[config.mk]
export PLATFORM = sky130hd
export DESIGN_NAME = alu8_core
export DESIGN_NICKNAME = d
export VERILOG_FILES = /design/src/rtl/alu8_pkg.sv /design/src/rtl/alu8_adder.sv /design/src/rtl/alu8_shifter.sv /design/src/rtl/alu8_core.sv
export SDC_FILE = /design/constraint.sdc
export NUM_CORES = 1
export LEC_CHECK = 0
export BUFFER_PORTS_ARGS = -buffer_cell sky130_fd_sc_hd__buf_2
export CORE_ASPECT_RATIO = 0.5
export CORE_MARGIN = 3
export CORE_UTILIZATION = 39
export DETAILED_ROUTE_END_ITERATION = 10
export PLACE_DENSITY = 0.69
export SYNTH_ARGS = -nofsm -noshare
export SYNTH_HDL_FRONTEND = slang
export SYNTH_SLANG_ARGS = --single-unit
[constraint.sdc]
create_clock -name clk -period 5.5 [get_ports clk]
set_input_delay 0.825 -clock clk [delete_from_list [all_inputs] [get_ports clk]]
set_output_delay 0.825 -clock clk [all_outputs]
set_load 0.005 [all_outputs]
[src/rtl/alu8_pkg.sv]
package alu8_pkg;

  typedef enum logic [3:0] {
    OP_OR   = 4'd0,
    OP_AND  = 4'd1,
    OP_XOR  = 4'd2,
    OP_ADD  = 4'd3,
    OP_SUB  = 4'd4,
    OP_CMP  = 4'd5,
    OP_SHL  = 4'd6,
    OP_SHR  = 4'd7,
    OP_ROTL = 4'd8,
    OP_ROTR = 4'd9,
    OP_INC  = 4'd10,
    OP_DEC  = 4'd11,
    OP_TEST = 4'd12
  } alu_op_e;

  typedef struct packed {
    logic n;
    logic z;
    logic c;
    logic v;
  } alu_flags_t;

endpackage

[src/rtl/alu8_adder.sv]
module alu8_adder #(
  parameter int WIDTH = 8
) (
  input  logic [WIDTH-1:0] x,
  input  logic [WIDTH-1:0] y,
  input  logic             cin,
  output logic [WIDTH-1:0] sum,
  output logic             cout,
  output logic             ovf
);
  localparam int MSB = WIDTH - 1;

  logic [WIDTH:0] cy;
  assign cy[0] = cin;

  for (genvar gi = 0; gi < WIDTH; gi++) begin : g_bit
    assign sum[gi]  = x[gi] ^ y[gi] ^ cy[gi];
    assign cy[gi+1] = (x[gi] & y[gi]) | (cy[gi] & (x[gi] ^ y[gi]));
  end

  assign cout = cy[WIDTH];
  assign ovf  = (x[MSB] == y[MSB]) && (sum[MSB] != x[MSB]);
endmodule

[src/rtl/alu8_shifter.sv]
module alu8_shifter #(
  parameter int WIDTH = 8
) (
  input  logic [WIDTH-1:0] val,
  input  logic             go_right,
  input  logic             fill,
  output logic [WIDTH-1:0] shifted,
  output logic             out_bit
);
  localparam int MSB = WIDTH - 1;

  always_comb begin
    if (go_right) begin
      shifted = {fill, val[MSB:1]};
      out_bit = val[0];
    end else begin
      shifted = {val[MSB-1:0], fill};
      out_bit = val[MSB];
    end
  end
endmodule

[src/rtl/alu8_core.sv]
module alu8_core #(
  parameter int WIDTH = 8
) (
  input  logic             clk,
  input  logic             rst_n,
  input  logic             in_valid,
  output logic             in_ready,
  input  logic [3:0]       op,
  input  logic [WIDTH-1:0] opnd_a,
  input  logic [WIDTH-1:0] opnd_b,
  input  logic             carry_in,
  output logic             out_valid,
  input  logic             out_ready,
  output logic [WIDTH-1:0] result,
  output logic             flag_n,
  output logic             flag_z,
  output logic             flag_c,
  output logic             flag_v
);
  import alu8_pkg::*;

  localparam int MSB = WIDTH - 1;

  logic [WIDTH-1:0] res_q;
  alu_flags_t       flg_q;
  logic             vld_q;
  logic             accept;

  assign in_ready = !vld_q || out_ready;
  assign accept   = in_valid && in_ready;

  // main adder: add, subtract, compare
  logic             is_add, is_cmp;
  logic [WIDTH-1:0] add_y, add_sum;
  logic             add_cin, add_cout, add_ovf;

  assign is_add  = (op == OP_ADD);
  assign is_cmp  = (op == OP_CMP);
  assign add_y   = is_add ? opnd_b : ~opnd_b;
  assign add_cin = is_cmp ? 1'b1 : carry_in;

  alu8_adder #(.WIDTH(WIDTH)) u_main_add (
    .x(opnd_a), .y(add_y), .cin(add_cin),
    .sum(add_sum), .cout(add_cout), .ovf(add_ovf)
  );

  // step adder: increment and decrement
  logic             is_dec;
  logic [WIDTH-1:0] step_y, step_sum;
  logic             step_cout, step_ovf;

  assign is_dec = (op == OP_DEC);
  assign step_y = is_dec ? {WIDTH{1'b1}} : {WIDTH{1'b0}};

  alu8_adder #(.WIDTH(WIDTH)) u_step_add (
    .x(opnd_a), .y(step_y), .cin(!is_dec),
    .sum(step_sum), .cout(step_cout), .ovf(step_ovf)
  );

  // shifter: shifts and rotates
  logic             sh_right, sh_rot, sh_fill, sh_out;
  logic [WIDTH-1:0] sh_val;

  assign sh_right = (op == OP_SHR) || (op == OP_ROTR);
  assign sh_rot   = (op == OP_ROTL) || (op == OP_ROTR);
  assign sh_fill  = sh_rot ? carry_in : 1'b0;

  alu8_shifter #(.WIDTH(WIDTH)) u_shift (
    .val(opnd_a), .go_right(sh_right), .fill(sh_fill),
    .shifted(sh_val), .out_bit(sh_out)
  );

  // selection of next result and flags
  logic [WIDTH-1:0] nxt_res;
  alu_flags_t       nxt_flg;
  logic [WIDTH-1:0] test_and;

  assign test_and = opnd_a & opnd_b;

  always_comb begin
    nxt_res = res_q;
    nxt_flg = flg_q;
    unique case (op)
      OP_OR:   nxt_res = opnd_a | opnd_b;
      OP_AND:  nxt_res = opnd_a & opnd_b;
      OP_XOR:  nxt_res = opnd_a ^ opnd_b;
      OP_ADD, OP_SUB: begin
        nxt_res   = add_sum;
        nxt_flg.c = add_cout;
        nxt_flg.v = add_ovf;
      end
      OP_SHL, OP_SHR, OP_ROTL, OP_ROTR: begin
        nxt_res   = sh_val;
        nxt_flg.c = sh_out;
      end
      OP_INC, OP_DEC: nxt_res = step_sum;
      OP_CMP: begin
        nxt_flg.n = add_sum[MSB];
        nxt_flg.z = (add_sum == '0);
        nxt_flg.c = add_cout;
      end
      OP_TEST: begin
        nxt_flg.n = opnd_b[MSB];
        nxt_flg.v = opnd_b[MSB-1];
        nxt_flg.z = (test_and == '0);
      end
      default: ;
    endcase
    if (op <= OP_ROTR && op != OP_CMP || op == OP_INC || op == OP_DEC) begin
      nxt_flg.n = nxt_res[MSB];
      nxt_flg.z = (nxt_res == '0);
    end
  end

  always_ff @(posedge clk or negedge rst_n) begin
    if (!rst_n) begin
      res_q <= '0;
      flg_q <= '0;
      vld_q <= 1'b0;
    end else begin
      if (accept) begin
        res_q <= nxt_res;
        flg_q <= nxt_flg;
        vld_q <= 1'b1;
      end else if (out_ready) begin
        vld_q <= 1'b0;
      end
    end
  end

  assign out_valid = vld_q;
  assign result    = res_q;
  assign flag_n    = flg_q.n;
  assign flag_z    = flg_q.z;
  assign flag_c    = flg_q.c;
  assign flag_v    = flg_q.v;

endmodule

==> reports/results.ini <==
[placement]
port_buffers = 38
gp_congestion = 0.986
dp_hpwl_mm = 5.26
place_ws_ns = 0.0427

[routing]
ant_nets = 0
vias = 2230
routed_via_density = 5.75
wire_per_inst_um = 17.0
drc = 0
routed_wl_mm = 6.58
drt-initial-drc-count = 234
firstDrtPassIters = 5

[yosys]
yosys-top-cells-count = inv_1, a21oi_1, nor2_1
synth_area_per_cell_um2 = 8.01
synth_compound_area_share_pct = 24.3
ys_ff_latch = 13
ys.flop_type = dfrtp_1
yosysTopAreaCellShare_pct = 14.6
ys_seq_area_share_pct = 14.6
synth-xor-area-share_pct = 4.72
synth-adder-area-share_pct = 22.7
yosys_warnings = 0
synth.area.top_cells = dfrtp_1, fa_1, ha_1
synth_top_family_by_area = compound AO/OA/AOI/OAI gates
synth_largest_area_cell = dfrtp_1
syn_area_mm2 = 0.00223
synthSimpleGateAreaFrac_pct = 19.3
syn_nets = 335
yosysMostFrequentCell = inv_1
synth_edf_count = 0
syn_inst = 278
synth.distinct_cells = 57
async_flop_share_pct = 100
synth_mux_area_share_pct = 3.31

[power_and_ir_drop]
powerDensity_mw_per_mm2 = 193
switching_share_pct = 36.2
cell_internal_pwr_w = 0.000318
p_seq_share_pct = 25.7
ir_drop_v = 0.000213
power_switching_w = 0.000181
p_leak_nw = 1.18
finalPower_w = 0.000499
pwr-share-clk_pct = 26.7
p_comb_share_pct = 47.6

[global_route]
grt_max_degree = 42
grt_pass1_wl_mm = 10.5
grt_pass1_vias = 2061
grt_usage_pct = 19.9
antenna_found_initial = 0
gr-total-overflow = 0

[timing]
min_period_ns = 5.25
final_max_slew_viol_count = 0
fin_tns_setup_ns = 0
slew_headroom_pct = 56.0
worstMarginPinSlew_ns = 0.656
rsz0062_at_grt = false
hold_viol_final = 0
layout_setup_ws_ns = 0.252
post-route-period-util_pct = 95.4
setup_viol = 0
finClkSkew_ns = 0.000953
max_freq_mhz = 191

[floorplan]
start_util_pct = 42.8
io_pins = 39
die_area_mm2 = 0.00671
row_count = 18
die_y_um = 59.4
die_w_um = 113
core-area_mm2 = 0.00520

[setup_path]
cp_slowest_cell = fa_1
slowest_delay_ns = 0.53
cp_cell_sequence = buf_2 > or2b_2 > inv_1 > a21oi_1 > fa_1 > fa_1 > inv_1 > fa_1 > fa_1 > fa_1 > inv_1 > fa_1 > inv_1 > fa_1 > inv_1 > fa_1 > nor2b_1 > o211ai_1 > o41ai_1 > a311oi_2 > nand2_1 > a2111o_1 > o31ai_1
crit_path_max_fanout = 4
crit_arrival_ns = 5.39
cp_data_required_time_ns = 5.64
crit_buf_inv = 6
crit_top_cell = fa_1
start_kind = input pin
r2r_slack_ns = 3.12
crit_family = adder cells
path_class = in -> reg
worstSetupEndpointType = flop

[clocking]
path_clk_slew_ns = 0.04
cts_buffer_depth = 2
ctsHoldBuffers = 0
numClockSinks = 13
cts-buffers-inserted = 3
cts_tree = done
clock_latency_ns = 0.24
cts_max_level = 1
cts_root_buffer = clkbuf_16

[run]
max_cap_violations = 0

[cells_and_area]
drive_gt1_share_pct = 21.1
num-nets-final = 376
syn_to_final_growth_pct = 16.0
antenna_cells = 0

[hold_path]
hold_class = in -> async

[outcome]
status = finished, final reports clean

==> final timing paths <==
check                                            from               endpoint  cells after the start
worst max-delay path                            op[1]     flag_z$_DFFE_PN0P_                     23
worst min-delay path                            rst_n  out_valid$_DFFE_PN0P_                      1
worst max register to register  out_valid$_DFFE_PN0P_     flag_z$_DFFE_PN0P_                      7
worst min register to register  result[1]$_DFFE_PN0P_  result[1]$_DFFE_PN0P_                      1
max in group asynchronous                       rst_n  result[6]$_DFFE_PN0P_                      1
min in group clk                result[1]$_DFFE_PN0P_  result[1]$_DFFE_PN0P_                      1
==> placed cells by master (no fill, tap or decap), types with 2 or more instances in the layout <==
cell type	count
buf_2	38
inv_1	30
a21oi_1	26
nor2_1	23
nand2_1	19
ha_1	18
o21ai_0	17
buf_4	17
fa_1	14
dfrtp_1	13
xnor2_1	10
nor2b_1	10
nand3_1	4
mux2i_1	4
nand3b_1	4
a211oi_1	4
o21ai_1	3
and2b_1	3
nand2b_1	3
o22ai_1	3
nor3_1	3
a31oi_1	3
o31ai_1	3
o22a_1	3
clkbuf_16	3
xor2_1	2
o211ai_1	2
o41ai_1	2
nor3b_1	2
o221ai_1	2
a211o_1	2
mux2_1	2
nor4_1	2
==> per-stage QoR <==
stage / util (%) / cells / hold WS (ns) / area [um2]
6_report: 49.6 / 388 / 0.461 / 2580
5_1_grt: 49.6 / 388 / 0.480 / 2580
4_1_cts: 49.5 / 388 / 0.471 / 2580
3_5_place_dp: 48.0 / 384 / 0.478 / 2500
3_3_place_gp: 48.0 / 384 / 0.472 / 2500
2_1_floorplan: - / 278 / 0.474 / 2230
==> per-layer routing <==
layer	share of wire, %	global-route usage (%)	routed length (um)	vias to the layer above
met5	0	0	0	-
met3	12	6.73	808	19
met1	44	27.2	2900	1035
met2	42	30.2	2760	136
met4	1.8	5.65	116	0
li1	-	-	-	1040
==> repair_timing <==
| item | CTS | global route |
|---|---|---|
| gates resized for setup | 0 | 1 |
| setup endpoints to repair | 0 | 1 |
| setup buffers | 0 | 0 |
==> layout make-up <==
type,instances,area [um2]
Clock buffer,4,78.8
Timing Repair Buffer,55,318
Fill cell,486,2620
Sequential cell,13,325
Tap cell,70,87.6
Multi-Input combinational cell,216,1660
Inverter,30,113
==> power by group through the flow <==
stage	Sequential (W)	Clock, W	Combinational [W]
6_report	0.000128	0.000133	0.000238
5_1_grt	0.000132	0.000139	0.000264
4_1_cts	0.000129	0.000135	0.000235
3_5_place_dp	0.000130	0	0.000233
3_3_place_gp	0.000129	0	0.000229
2_1_floorplan	0.000130	0	0.000148
==> flip-flops by register name (all words and copies together) (netlist names) <==
signal	flops
out_valid	1
flag_c	1
flag_v	1
result	8
flag_n	1
flag_z	1
==> logic make-up after synthesis <==
family | count (synthesis)
AO/OA/AOI/OAI | 83
AND/OR/NAND/NOR | 82
buffers and inverters | 49
adder cells (fa/ha/maj) | 32
flip-flops | 13
XOR/XNOR | 12
multiplexers | 7
No activity file was read; power rests on OpenSTA's default activity.
